==> src/rtl/msi_l1_pkg.sv <==
package msi_l1_pkg;

   // Permission order: M > S > I (numeric compare is used)
   typedef enum logic [1:0] {
      ST_I = 2'd0,
      ST_S = 2'd1,
      ST_M = 2'd2
   } lst_e;

   typedef enum logic [2:0] {
      MS_READY    = 3'd0,
      MS_START    = 3'd1,
      MS_FILLREQ  = 3'd2,
      MS_WAITFILL = 3'd3,
      MS_RESP     = 3'd4
   } mshr_e;

endpackage

==> src/rtl/msi_l1_lines.sv <==
module msi_l1_lines
   import msi_l1_pkg::*;
#(
   parameter int LINES  = 8,
   parameter int TAG_W  = 5,
   parameter int DATA_W = 32,
   parameter int IDX_W  = $clog2(LINES)
) (
   input  logic              clk,
   input  logic              rst_n,
   input  logic [IDX_W-1:0]  ra_idx,
   output lst_e              ra_st,
   output logic [TAG_W-1:0]  ra_tag,
   output logic [DATA_W-1:0] ra_data,
   input  logic [IDX_W-1:0]  rb_idx,
   output lst_e              rb_st,
   output logic [TAG_W-1:0]  rb_tag,
   output logic [DATA_W-1:0] rb_data,
   input  logic [IDX_W-1:0]  w_idx,
   input  logic              we_st,
   input  logic              we_tag,
   input  logic              we_data,
   input  lst_e              w_st,
   input  logic [TAG_W-1:0]  w_tag,
   input  logic [DATA_W-1:0] w_data
);

   lst_e              st_q   [LINES];
   logic [TAG_W-1:0]  tag_q  [LINES];
   logic [DATA_W-1:0] data_q [LINES];

   for (genvar g = 0; g < LINES; g++) begin : g_line
      logic sel;
      assign sel = (w_idx == IDX_W'(g));

      always_ff @(posedge clk) begin
         if (!rst_n) begin
            st_q[g] <= ST_I;
         end else if (we_st && sel) begin
            st_q[g] <= w_st;
         end
      end

      always_ff @(posedge clk) begin
         if (we_tag && sel) tag_q[g] <= w_tag;
         if (we_data && sel) data_q[g] <= w_data;
      end
   end

   assign ra_st   = st_q[ra_idx];
   assign ra_tag  = tag_q[ra_idx];
   assign ra_data = data_q[ra_idx];
   assign rb_st   = st_q[rb_idx];
   assign rb_tag  = tag_q[rb_idx];
   assign rb_data = data_q[rb_idx];

endmodule

==> src/rtl/msi_l1_dnsvc.sv <==
module msi_l1_dnsvc
   import msi_l1_pkg::*;
#(
   parameter int TAG_W  = 5,
   parameter int DATA_W = 32
) (
   input  lst_e              line_st,
   input  logic [TAG_W-1:0]  line_tag,
   input  logic [DATA_W-1:0] line_data,
   input  logic [TAG_W-1:0]  req_tag,
   input  lst_e              req_st,
   output logic              send,
   output logic [DATA_W-1:0] send_data
);

   logic present;
   assign present   = (line_st != ST_I) && (line_tag == req_tag);
   assign send      = present && (line_st > req_st);
   assign send_data = (line_st == ST_M) ? line_data : '0;

endmodule

==> src/rtl/msi_l1_upsel.sv <==
module msi_l1_upsel
   import msi_l1_pkg::*;
#(
   parameter int ADDR_W = 8,
   parameter int DATA_W = 32
) (
   input  logic              dr_v,
   input  logic [ADDR_W-1:0] dr_addr,
   input  lst_e              dr_st,
   input  logic [DATA_W-1:0] dr_data,
   input  logic              ev_v,
   input  logic [ADDR_W-1:0] ev_addr,
   input  logic [DATA_W-1:0] ev_data,
   input  logic              fr_v,
   input  logic [ADDR_W-1:0] fr_addr,
   input  lst_e              fr_st,
   output logic              up_valid,
   output logic              up_is_resp,
   output logic [ADDR_W-1:0] up_addr,
   output lst_e              up_st,
   output logic [DATA_W-1:0] up_data
);

   // Responses first (downgrade, then eviction), fill request last
   always_comb begin
      up_valid   = dr_v || ev_v || fr_v;
      up_is_resp = 1'b0;
      up_addr    = fr_addr;
      up_st      = fr_st;
      up_data    = '0;
      if (dr_v) begin
         up_is_resp = 1'b1;
         up_addr    = dr_addr;
         up_st      = dr_st;
         up_data    = dr_data;
      end else if (ev_v) begin
         up_is_resp = 1'b1;
         up_addr    = ev_addr;
         up_st      = ST_I;
         up_data    = ev_data;
      end
   end

endmodule

==> src/rtl/msi_l1_ctrl.sv <==
module msi_l1_ctrl
   import msi_l1_pkg::*;
#(
   parameter int ADDR_W = 8,
   parameter int DATA_W = 32,
   parameter int LINES  = 8
) (
   input  logic              clk,
   input  logic              rst_n,
   input  logic              preq_valid,
   output logic              preq_ready,
   input  logic              preq_store,
   input  logic [ADDR_W-1:0] preq_addr,
   input  logic [DATA_W-1:0] preq_wdata,
   output logic              presp_valid,
   input  logic              presp_ready,
   output logic [DATA_W-1:0] presp_data,
   output logic              up_valid,
   input  logic              up_ready,
   output logic              up_is_resp,
   output logic [ADDR_W-1:0] up_addr,
   output logic [1:0]        up_state,
   output logic [DATA_W-1:0] up_data,
   input  logic              dn_valid,
   output logic              dn_ready,
   input  logic              dn_is_resp,
   input  logic [ADDR_W-1:0] dn_addr,
   input  logic [1:0]        dn_state,
   input  logic [DATA_W-1:0] dn_data
);

   localparam int IDX_W = $clog2(LINES);
   localparam int TAG_W = ADDR_W - IDX_W;

   if (LINES < 2 || (LINES & (LINES - 1)) != 0) begin : g_bad_lines
      $error("LINES must be a power of two of at least 2");
   end
   if (TAG_W < 1) begin : g_bad_addr
      $error("ADDR_W must exceed the index width");
   end
   if (DATA_W < 1) begin : g_bad_data
      $error("DATA_W must be positive");
   end

   mshr_e             mshr_q, mshr_d;
   logic              mst_q;
   logic [ADDR_W-1:0] maddr_q;
   logic [DATA_W-1:0] mwd_q;
   logic              rsp_v_q;
   logic [DATA_W-1:0] rsp_d_q;

   logic [IDX_W-1:0]  p_idx, m_idx, d_idx, a_idx, w_idx;
   logic [TAG_W-1:0]  p_tag, m_tag, d_tag, a_tag, b_tag, w_tag;
   lst_e              a_st, b_st, w_st, dn_y, fr_st, up_st_e;
   logic [DATA_W-1:0] a_data, b_data, w_data, dr_data, ev_data;
   logic              we_st, we_tag, we_data;

   assign p_idx = preq_addr[IDX_W-1:0];
   assign p_tag = preq_addr[ADDR_W-1:IDX_W];
   assign m_idx = maddr_q[IDX_W-1:0];
   assign m_tag = maddr_q[ADDR_W-1:IDX_W];
   assign d_idx = dn_addr[IDX_W-1:0];
   assign d_tag = dn_addr[ADDR_W-1:IDX_W];
   assign a_idx = (mshr_q == MS_READY) ? p_idx : m_idx;
   assign dn_y  = lst_e'(dn_state);

   msi_l1_lines #(
      .LINES (LINES),
      .TAG_W (TAG_W),
      .DATA_W(DATA_W),
      .IDX_W (IDX_W)
   ) u_lines (
      .clk    (clk),
      .rst_n  (rst_n),
      .ra_idx (a_idx),
      .ra_st  (a_st),
      .ra_tag (a_tag),
      .ra_data(a_data),
      .rb_idx (d_idx),
      .rb_st  (b_st),
      .rb_tag (b_tag),
      .rb_data(b_data),
      .w_idx  (w_idx),
      .we_st  (we_st),
      .we_tag (we_tag),
      .we_data(we_data),
      .w_st   (w_st),
      .w_tag  (w_tag),
      .w_data (w_data)
   );

   logic dn_send;

   msi_l1_dnsvc #(
      .TAG_W (TAG_W),
      .DATA_W(DATA_W)
   ) u_dnsvc (
      .line_st  (b_st),
      .line_tag (b_tag),
      .line_data(b_data),
      .req_tag  (d_tag),
      .req_st   (dn_y),
      .send     (dn_send),
      .send_data(dr_data)
   );

   logic hit, acc, dn_req, dn_fire, ev_need, ev_v, fr_v, fill_fire, rsp_free;

   assign hit       = (a_st != ST_I) && (a_tag == p_tag);
   assign dn_req    = dn_valid && !dn_is_resp && (mshr_q != MS_RESP);
   assign dn_fire   = dn_req && (!dn_send || up_ready);
   assign rsp_free  = !rsp_v_q || presp_ready;
   assign preq_ready = (mshr_q == MS_READY) && !dn_valid && rsp_free;
   assign acc       = preq_valid && preq_ready;
   assign ev_need   = (a_st != ST_I);
   assign ev_v      = (mshr_q == MS_START) && !dn_req && ev_need;
   assign fr_v      = (mshr_q == MS_FILLREQ) && !dn_req;
   assign fill_fire = dn_valid && dn_is_resp && (mshr_q == MS_WAITFILL);
   assign ev_data   = (a_st == ST_M) ? a_data : '0;
   assign fr_st     = mst_q ? ST_M : ST_S;

   assign dn_ready = dn_is_resp ? (mshr_q == MS_WAITFILL)
                                : ((mshr_q != MS_RESP) && (!dn_send || up_ready));

   msi_l1_upsel #(
      .ADDR_W(ADDR_W),
      .DATA_W(DATA_W)
   ) u_upsel (
      .dr_v      (dn_req && dn_send),
      .dr_addr   (dn_addr),
      .dr_st     (dn_y),
      .dr_data   (dr_data),
      .ev_v      (ev_v),
      .ev_addr   ({a_tag, m_idx}),
      .ev_data   (ev_data),
      .fr_v      (fr_v),
      .fr_addr   (maddr_q),
      .fr_st     (fr_st),
      .up_valid  (up_valid),
      .up_is_resp(up_is_resp),
      .up_addr   (up_addr),
      .up_st     (up_st_e),
      .up_data   (up_data)
   );
   assign up_state = up_st_e;

   // Sequencer and single line-write port; sources are mutually exclusive
   always_comb begin
      mshr_d  = mshr_q;
      we_st   = 1'b0;
      we_tag  = 1'b0;
      we_data = 1'b0;
      w_idx   = a_idx;
      w_st    = ST_I;
      w_tag   = m_tag;
      w_data  = preq_wdata;
      unique case (mshr_q)
         MS_READY: begin
            if (acc && preq_store) begin
               if (hit && a_st == ST_M) begin
                  we_data = 1'b1;
               end else if (hit) begin
                  mshr_d = MS_FILLREQ;
               end else begin
                  mshr_d = MS_START;
               end
            end else if (acc && !hit) begin
               mshr_d = MS_START;
            end
         end
         MS_START: begin
            if (!dn_req) begin
               if (!ev_need) begin
                  mshr_d = MS_FILLREQ;
               end else if (up_ready) begin
                  we_st  = 1'b1;
                  mshr_d = MS_FILLREQ;
               end
            end
         end
         MS_FILLREQ: begin
            if (fr_v && up_ready) mshr_d = MS_WAITFILL;
         end
         MS_WAITFILL: begin
            if (fill_fire) begin
               we_st   = 1'b1;
               we_tag  = 1'b1;
               we_data = 1'b1;
               w_st    = dn_y;
               w_data  = mst_q ? mwd_q : dn_data;
               mshr_d  = MS_RESP;
            end
         end
         MS_RESP: begin
            if (mst_q || rsp_free) mshr_d = MS_READY;
         end
         default: mshr_d = MS_READY;
      endcase
      if (dn_fire && dn_send) begin
         we_st = 1'b1;
         w_idx = d_idx;
         w_st  = dn_y;
      end
   end

   always_ff @(posedge clk) begin
      if (!rst_n) begin
         mshr_q  <= MS_READY;
         mst_q   <= 1'b0;
         maddr_q <= '0;
         mwd_q   <= '0;
      end else begin
         mshr_q <= mshr_d;
         if (acc) begin
            mst_q   <= preq_store;
            maddr_q <= preq_addr;
            mwd_q   <= preq_wdata;
         end
      end
   end

   always_ff @(posedge clk) begin
      if (!rst_n) begin
         rsp_v_q <= 1'b0;
         rsp_d_q <= '0;
      end else if (acc && hit && !preq_store) begin
         rsp_v_q <= 1'b1;
         rsp_d_q <= a_data;
      end else if (mshr_q == MS_RESP && !mst_q && rsp_free) begin
         rsp_v_q <= 1'b1;
         rsp_d_q <= a_data;
      end else if (presp_ready) begin
         rsp_v_q <= 1'b0;
      end
   end

   assign presp_valid = rsp_v_q;
   assign presp_data  = rsp_d_q;

endmodule

==> config.mk <==
export PLATFORM = sky130hd
export DESIGN_NAME = msi_l1_ctrl
export DESIGN_NICKNAME = d
export VERILOG_FILES = /design/src/rtl/msi_l1_pkg.sv /design/src/rtl/msi_l1_lines.sv /design/src/rtl/msi_l1_dnsvc.sv /design/src/rtl/msi_l1_upsel.sv /design/src/rtl/msi_l1_ctrl.sv
export SDC_FILE = /design/constraint.sdc
export NUM_CORES = 1
export LEC_CHECK = 0
export BUFFER_PORTS_ARGS = -buffer_cell sky130_fd_sc_hd__buf_2
export CORE_ASPECT_RATIO = 0.75
export CORE_UTILIZATION = 58
export CTS_CLUSTER_DIAMETER = 50
export DETAILED_ROUTE_END_ITERATION = 10
export PLACE_DENSITY_LB_ADDON = 0.1
export SYNTH_ARGS = -nofsm -noshare
export SYNTH_HDL_FRONTEND = slang
export SYNTH_SLANG_ARGS = --single-unit
==> constraint.sdc <==
create_clock -name clk -period 8.77 [get_ports clk]
set_input_delay 1.754 -clock clk [delete_from_list [all_inputs] [get_ports clk]]
set_output_delay 1.754 -clock clk [all_outputs]
set_load 0.005 [all_outputs]
==> impl_metrics.py, run 1 <==
metrics = {
    "global_route": {
        "antenna_found_initial": 4,
        "grt.overflow.total": 0,
        "grt_use_total_pct": 32.5,
        "grt_max_degree": 102,
        "grt_pass1_wl_um": 85300,
        "grt_pass1_vias": 14600,
    },
    "clocking": {
        "ctsHtreeMaxLevel": 2,
        "cts_resized": 0,
        "insertion_delay_ps": 570,
        "cts_tree": "built",
        "cts_setup_buffers": 0,
        "cts_hold_buf": 0,
        "clkTransAtPathRegs_ps": 60,
        "root_buffer": "clkbuf_16",
        "cts_buffers": 42,
        "clock_path_buffers": 3,
        "cts_sinks": 389,
    },
    "floorplanning": {
        "rows": 57,
        "io_pins": 169,
        "die_area_um2": 34500,
        "die_height_um": 161,
        "fp.dieW_um": 214,
        "start_util_pct": 59.6,
        "core_um2": 32800,
    },
    "power": {
        "p_per_area_nw_per_um2": 228,
        "vdd_drop_max_mv": 0.203,
        "p_leak_uw": 0.00846,
    },
    "min_path": {
        "hold_path_end": "mwd_q[21]",
        "min_path_type": "reg2reg",
        "holdPathStages": 2,
        "worstHoldStart": "mwd_q[21]",
    },
    "synth": {
        "synth.distinct_cells": 61,
        "synth-simple-area-share_pct": 18.9,
        "syn_nets": 1888,
        "yosysWarningCount": 0,
        "async_flop_share_pct": 0,
        "synth_fa_ha_area_share_pct": 0.128,
        "synth-compound-area-share_pct": 5.96,
        "synth-seq-cells": 389,
        "synth_top_family_by_area": "simple AND/OR/NAND/NOR gates",
        "yosysSeqAreaShare_pct": 55.8,
        "synth_ff_type": "edfxtp_1",
        "synthXorXnorAreaFrac_pct": 0.358,
        "synth_mux_area_share_pct": 16.0,
        "syn_area_per_cell_um2": 10.9,
        "synth_enable_flop_cells": 312,
        "synth_cells": 1796,
        "synth_area_um2": 19600,
    },
    "setup_path": {
        "reg2reg_depth": 11,
        "r2r-start": "mshr_q[2]",
        "worstReg2RegEnd": "u_lines.data_q[7][29]",
        "worstPathRequired_ps": 7020,
        "crit_type": "in2out",
        "cp-end-kind": "primary output",
        "arrival_ps": 5810,
        "worstSetupStartpointType": "primary input",
        "r2r_slack_ps": 3180,
        "crit_fanout": 30,
    },
    "job": {
        "drv_cap": 0,
    },
    "route": {
        "postRouteAntennaNets": 0,
        "routed_wl_um": 55600,
        "dr.pass1.iters": 7,
        "drc": 0,
        "via_count": 15200,
        "via_per_inst": 6.35,
        "wl_per_cell_um": 23.3,
        "dr.first_iter.drc_count": 1991,
    },
    "cells_and_area": {
        "fin_cells": 2387,
        "final_nets": 2003,
        "layout_commonest_cell": "nand2_1",
        "multi_input_area_um2": 8220,
        "nFillCells": 2445,
        "final_cell_mix": "nand2_1 (526), edfxtp_1 (312), nand3_1 (200)",
        "drive_above_1_share_pct": 19.8,
        "areaGrowthSynthToFinish_pct": 13.5,
        "register_area_um2": 10900,
    },
    "sta": {
        "period_share_pct": 86.3,
        "setup_ws_ps": 1200,
        "worst_pin_slew_ps": 1350,
        "fin_crit_ps": 7570,
        "rsz0062_at_grt": "no",
        "fin_skew_ps": 22.0,
        "setup-tns-final_ps": 0,
        "fmaxAchievable_mhz": 132,
        "hold_violations": 0,
        "setup_violations": 0,
        "drv_slew": 0,
        "slew_headroom_pct": 8.76,
    },
    "placed_design": {
        "dp_cells": 2309,
        "dpl.hpwl_um": 35100,
        "routabilityCongestion": 0.933,
        "pre_cts_slack_ps": 1280,
        "io_buffers": 168,
    },
    "run_status": {
        "run_status": "completed",
    },
}
[metal layers]
layer  GRT usage [%]  vias up  share of wire [%]
met3            6.57       91                 12
li1                -     6772                  -
met1            47.9     7377                 42
met4            9.78        4                2.3
met5               0        -              0.045
met2            49.1      922                 44
[worst max path at each step]
| stage | endpoint | slack (ps) | cells after the start | startpoint |
|---|---|---|---|---|
| floorplan | u_lines.data_q[6][0] | 2170 | 11 | dn_addr[1] |
| global placement | up_data[6] | 1380 | 13 | dn_addr[0] |
| detailed placement | up_data[16] | 1280 | 13 | dn_addr[0] |
| CTS | up_data[16] | 1270 | 13 | dn_addr[0] |
| global route | up_data[24] | 900 | 13 | dn_addr[0] |
| finish | up_data[13] | 1200 | 13 | dn_addr[0] |
[cells by family (layout without fill, tap and decap cells)]
logic type | after synthesis | after routing
adder cells (fa/ha/maj) | 2 | 2
AND/OR/NAND/NOR | 852 | 852
XOR/XNOR | 8 | 8
flip-flops | 389 | 389
AO/OA/AOI/OAI | 200 | 200
other | 0 | 1
buffers and inverters | 138 | 286
multiplexers | 207 | 207
[cell type report]
class / count / area share (%)
repair buffers: 204 / 5.03
inverters: 5 / 0.0845
clock inverters: 23 / 1.23
diodes: 1 / 0.0113
multi-input cells: 1269 / 37.0
well taps: 442 / 2.49
clock buffers: 54 / 5.03
flip-flops and latches: 389 / 49.1
[synthesized netlist by cell type (3+ instances only)]
cell type | count | area (µm²)
mux4_2 | 84 | 1890
or3_1 | 5 | 31.3
buf_6 | 3 | 33.8
xnor2_1 | 7 | 61.3
inv_1 | 4 | 15.0
nor2_1 | 52 | 195
clkbuf_1 | 99 | 372
a211oi_1 | 8 | 60.1
a211o_1 | 4 | 35.0
nand4b_1 | 3 | 26.3
nand2_1 | 528 | 1980
mux2_2 | 4 | 45.0
nand3_1 | 200 | 1000
nand2b_1 | 6 | 37.5
nor2b_1 | 7 | 43.8
and2_1 | 3 | 18.8
a2111oi_0 | 3 | 26.3
mux2i_1 | 119 | 1190
and3_1 | 8 | 50.1
nor3_1 | 8 | 40.0
nor3b_1 | 5 | 37.5
buf_1 | 21 | 78.8
buf_4 | 3 | 22.5
o31ai_1 | 4 | 30.0
buf_2 | 7 | 35.0
nand3b_1 | 4 | 30.0
dfxtp_1 | 77 | 1540
o21ai_0 | 93 | 465
edfxtp_1 | 312 | 9370
nor4_1 | 4 | 25.0
a21oi_1 | 67 | 335
nor4b_1 | 4 | 35.0
[flip-flops by register name, summed over array words and instances, names as in the netlist]
register / flops
u_lines.st_q: 16
mwd_q: 32
presp_data: 32
mshr_q: 3
u_lines.data_q: 256
maddr_q: 8
u_lines.tag_q: 40
presp_valid: 1
mst_q: 1
[where the power goes]
part	switching, µW	internal [µW]	leakage, µW
Clock	738	1060	0.000677
Sequential	36.4	2030	0.00346
Combinational	821	374	0.00433
[critical path, stage by stage]
cell and delay [ps]:
buf_4 490, mux4_2 430, mux2_2 300, ha_1 290, a21oi_1 50, a2111oi_0 690
nand2_1 200, nor4b_4 240, buf_4 250, nand3_1 310, buf_4 360, o21ai_0 230
buf_2 150
[through the flow]
step           power [µW]  hold slack [ps]  utilization (%)  cell area (µm²)
2_1_floorplan        2890              436                -            19600
3_3_place_gp         3260              441             63.5            20800
3_5_place_dp         3270              446             63.5            20800
4_1_cts              5060              455             67.7            22200
5_1_grt              5260              469             67.7            22200
6_report             5050              454             67.7            22200
Power figures use the tool's default switching activity.
==> inputs of run 2 (changes only) <==
ABC_AREA = 1   (was default)
ABC_CLOCK_PERIOD_IN_PS = 8770   (was default)
CAP_MARGIN = 0   (was default)
==> run 2 against run 1 <==
Wire length rose by 10%. Combinational power rose by 72%. Count of clock-buffer cells in the layout rose by 9. Clock skew fell by 9.0 ps. Critical path depth rose by 9. Power rose by 16%. Fmax fell by 7.9%. Area after synthesis rose by 0.21%. Register-to-register slack improved by 130 ps. Clock power fell by 4%. Setup slack got worse by 650 ps. Final area fell by 1.3%. Largest cell class unchanged. Largest power group unchanged. Highest routed layer is now met4.
==> impl_metrics.py, run 2 <==
metrics = {
    "run_status": {
        "run_status": "completed",
    },
    "power": {
        "p_per_area_nw_per_um2": 268,
        "vdd_drop_max_mv": 0.189,
        "p_leak_uw": 0.00836,
    },
    "synth": {
        "yosysSeqAreaShare_pct": 55.7,
        "yosysTopAreaCell": "edfxtp_1",
        "yosysWarningCount": 0,
        "synth.distinct_cells": 39,
        "async_flop_share_pct": 0,
        "yosysTopAreaCellShare_pct": 47.8,
        "synth-seq-cells": 389,
        "synth_ff_type": "edfxtp_1",
        "synthTopCellsByArea": "edfxtp_1 (48%), nand2_1 (10%), dfxtp_1 (7.9%)",
        "synth_enable_flop_cells": 312,
        "synth_area_um2": 19600,
        "synth_cells": 2209,
        "synthMostInstantiatedCell": "nand2_1",
        "syn_area_per_cell_um2": 8.87,
        "syn_nets": 2301,
        "ys_top_cells_by_count": "nand2_1 (542), edfxtp_1 (312), nor2_1 (218), nand3_1 (192), a21oi_1 (158)",
    },
    "setup_path": {
        "cp-end-kind": "primary output",
        "arrival_ps": 6460,
        "crit_type": "in2out",
        "path_cells": "buf_2 -> buf_4 -> a21oi_1 -> o21ai_0 -> nand3_1 -> o21ai_0 -> inv_1 -> ha_1 -> inv_1 -> nor2_1 -> nor2_1 -> a21oi_1 -> nand2_1 -> nor2_1 -> nand2_1 -> nor2_1 -> nand2_1 -> inv_1 -> nand3_1 -> buf_4 -> o32ai_1 -> buf_2",
        "slowest_stage": "nand3_1",
        "cp_num_buf_inv": 7,
        "crit_fanout": 63,
        "worstSetupStartpointType": "primary input",
        "crit_top_cell": "nor2_1",
        "path_delay_family": "buffers and inverters",
        "cp_slowest_stage_delay_ps": 750,
        "worstPathRequired_ps": 7020,
    },
    "cells_and_area": {
        "final_nets": 2380,
        "final_cell_mix": "nand2_1 (540), edfxtp_1 (312), nor2_1 (210)",
        "top_regs": "u_lines.data_q x256, u_lines.tag_q x40",
        "n_antenna_cell": 0,
        "fin_cells": 2760,
        "areaGrowthSynthToFinish_pct": 11.8,
        "largest_reg_flops": 256,
        "drive_above_1_share_pct": 13.2,
        "top_register": "u_lines.data_q",
        "layout_commonest_cell": "nand2_1",
    },
    "global_route": {
        "grt_pass1_wl_um": 93400,
        "grt.overflow.total": 0,
        "grt_use_total_pct": 35.1,
        "grt_max_degree": 106,
        "antenna_found_initial": 1,
        "grt_pass1_vias": 16100,
    },
    "route": {
        "via_per_inst": 6.37,
        "dr.pass1.iters": 8,
        "wl_per_cell_um": 22.3,
        "via_count": 17600,
        "drc": 0,
        "routed_wl_um": 61400,
        "postRouteAntennaNets": 0,
        "dr.first_iter.drc_count": 2715,
    },
    "job": {
        "drv_cap": 0,
    },
    "placed_design": {
        "io_buffers": 168,
        "routabilityCongestion": 1.00,
        "dp_cells": 2688,
        "dpl.hpwl_um": 38300,
    },
    "clocking": {
        "clock_path_buffers": 3,
        "ctsHtreeMaxLevel": 2,
        "root_buffer": "clkbuf_16",
        "cts_sinks": 389,
        "cts_buffers": 40,
        "cts_setup_buffers": 0,
        "insertion_delay_ps": 540,
        "clkTransAtPathRegs_ps": 60,
        "cts_tree": "built",
        "cts_hold_buf": 0,
        "cts_resized": 0,
    },
    "sta": {
        "setup-tns-final_ps": 0,
        "hold_violations": 0,
        "fmaxAchievable_mhz": 122,
        "rsz0062_at_grt": "no",
        "period_share_pct": 93.7,
        "drv_slew": 0,
        "fin_crit_ps": 8210,
        "slew_headroom_pct": 8.95,
        "fin_skew_ps": 13.0,
        "worst_pin_slew_ps": 1360,
        "setup_violations": 0,
    },
    "floorplanning": {
        "die_area_um2": 34500,
        "rows": 57,
        "start_util_pct": 59.7,
        "fp.dieW_um": 214,
        "core_um2": 32800,
        "die_height_um": 161,
        "io_pins": 169,
    },
    "min_path": {
        "min_path_type": "reg2reg",
    },
}
## run 2: cell types whose count changed in the layout (fill, tap and decap cells not counted), sizes merged, moves of 20 or more
cell / change
o32ai: +32
a31oi: +41
inv: +104
o21a: +20
mux2i: -119
o211ai: +61
a32oi: +29
o21ai: +75
a21oi: +90
mux4: -84
nor2: +171
## run 2: power by group
group	total, µW	internal [µW]	switching, µW
clock network	1710	1000	708
logic	2060	557	1500
registers	2110	2070	42.9
## run 2: cells by family (layout without fill, tap and decap cells)
group / count (synthesis) / count (layout) / share of synthesized area, %
and+or+nand+nor: 987 / 987 / 20.7
AOI/OAI and AO/OA: 548 / 548 / 17.4
buffers and inverters: 283 / 392 / 6.04
adders and majority gates: 2 / 2 / 0.128
DFF: 389 / 389 / 55.7
## run 2: area by class of cell
class / instances / area, µm²
Timing Repair Buffer: 204 / 1120
Tap cell: 442 / 553
Sequential cell: 389 / 10900
Inverter: 116 / 435
Clock inverter: 9 / 105
Clock buffer: 63 / 1200
Fill cell: 2631 / 10900
Multi-Input combinational cell: 1537 / 7590
## run 2: metrics by stage
step | cell area (µm²) | worst slack [ps] | hold WS, ps | total power, µW | utilization, %
finish | 21900 | 556 | 484 | 5880 | 66.8
global route | 21900 | 234 | 506 | 6110 | 66.8
CTS | 21900 | 699 | 486 | 5820 | 66.8
detailed placement | 20600 | 717 | 472 | 4140 | 62.8
global placement | 20600 | 967 | 462 | 4110 | 62.8
floorplan | 19600 | 2860 | 455 | 3510 | -
## run 2: worst paths after layout
kind | slack [ps] | startpoint | cells past startpoint | endpoint
worst min register to register | 480 | mwd_q[7] | 2 | mwd_q[7]
worst max-delay path | 560 | dn_addr[1] | 22 | up_data[12]
worst max register to register | 3310 | mshr_q[2] | 18 | u_lines.data_q[6][6]
worst min-delay path | 480 | mwd_q[7] | 2 | mwd_q[7]
## run 2: worst min-delay path, cell delays in order (launching register included)
cell and delay [ps]:
dfxtp_1 320, nor2_1 50, nor2_1 80
## run 2: metal layers
layer / track usage, % / vias up / wire length (µm)
met2: 52.3 / 1228 / 26200
met3: 7.72 / 134 / 8560
met5: 0 / - / 0
met1: 51.6 / 8259 / 25100
li1: - / 7959 / -
met4: 10.0 / 0 / 1520
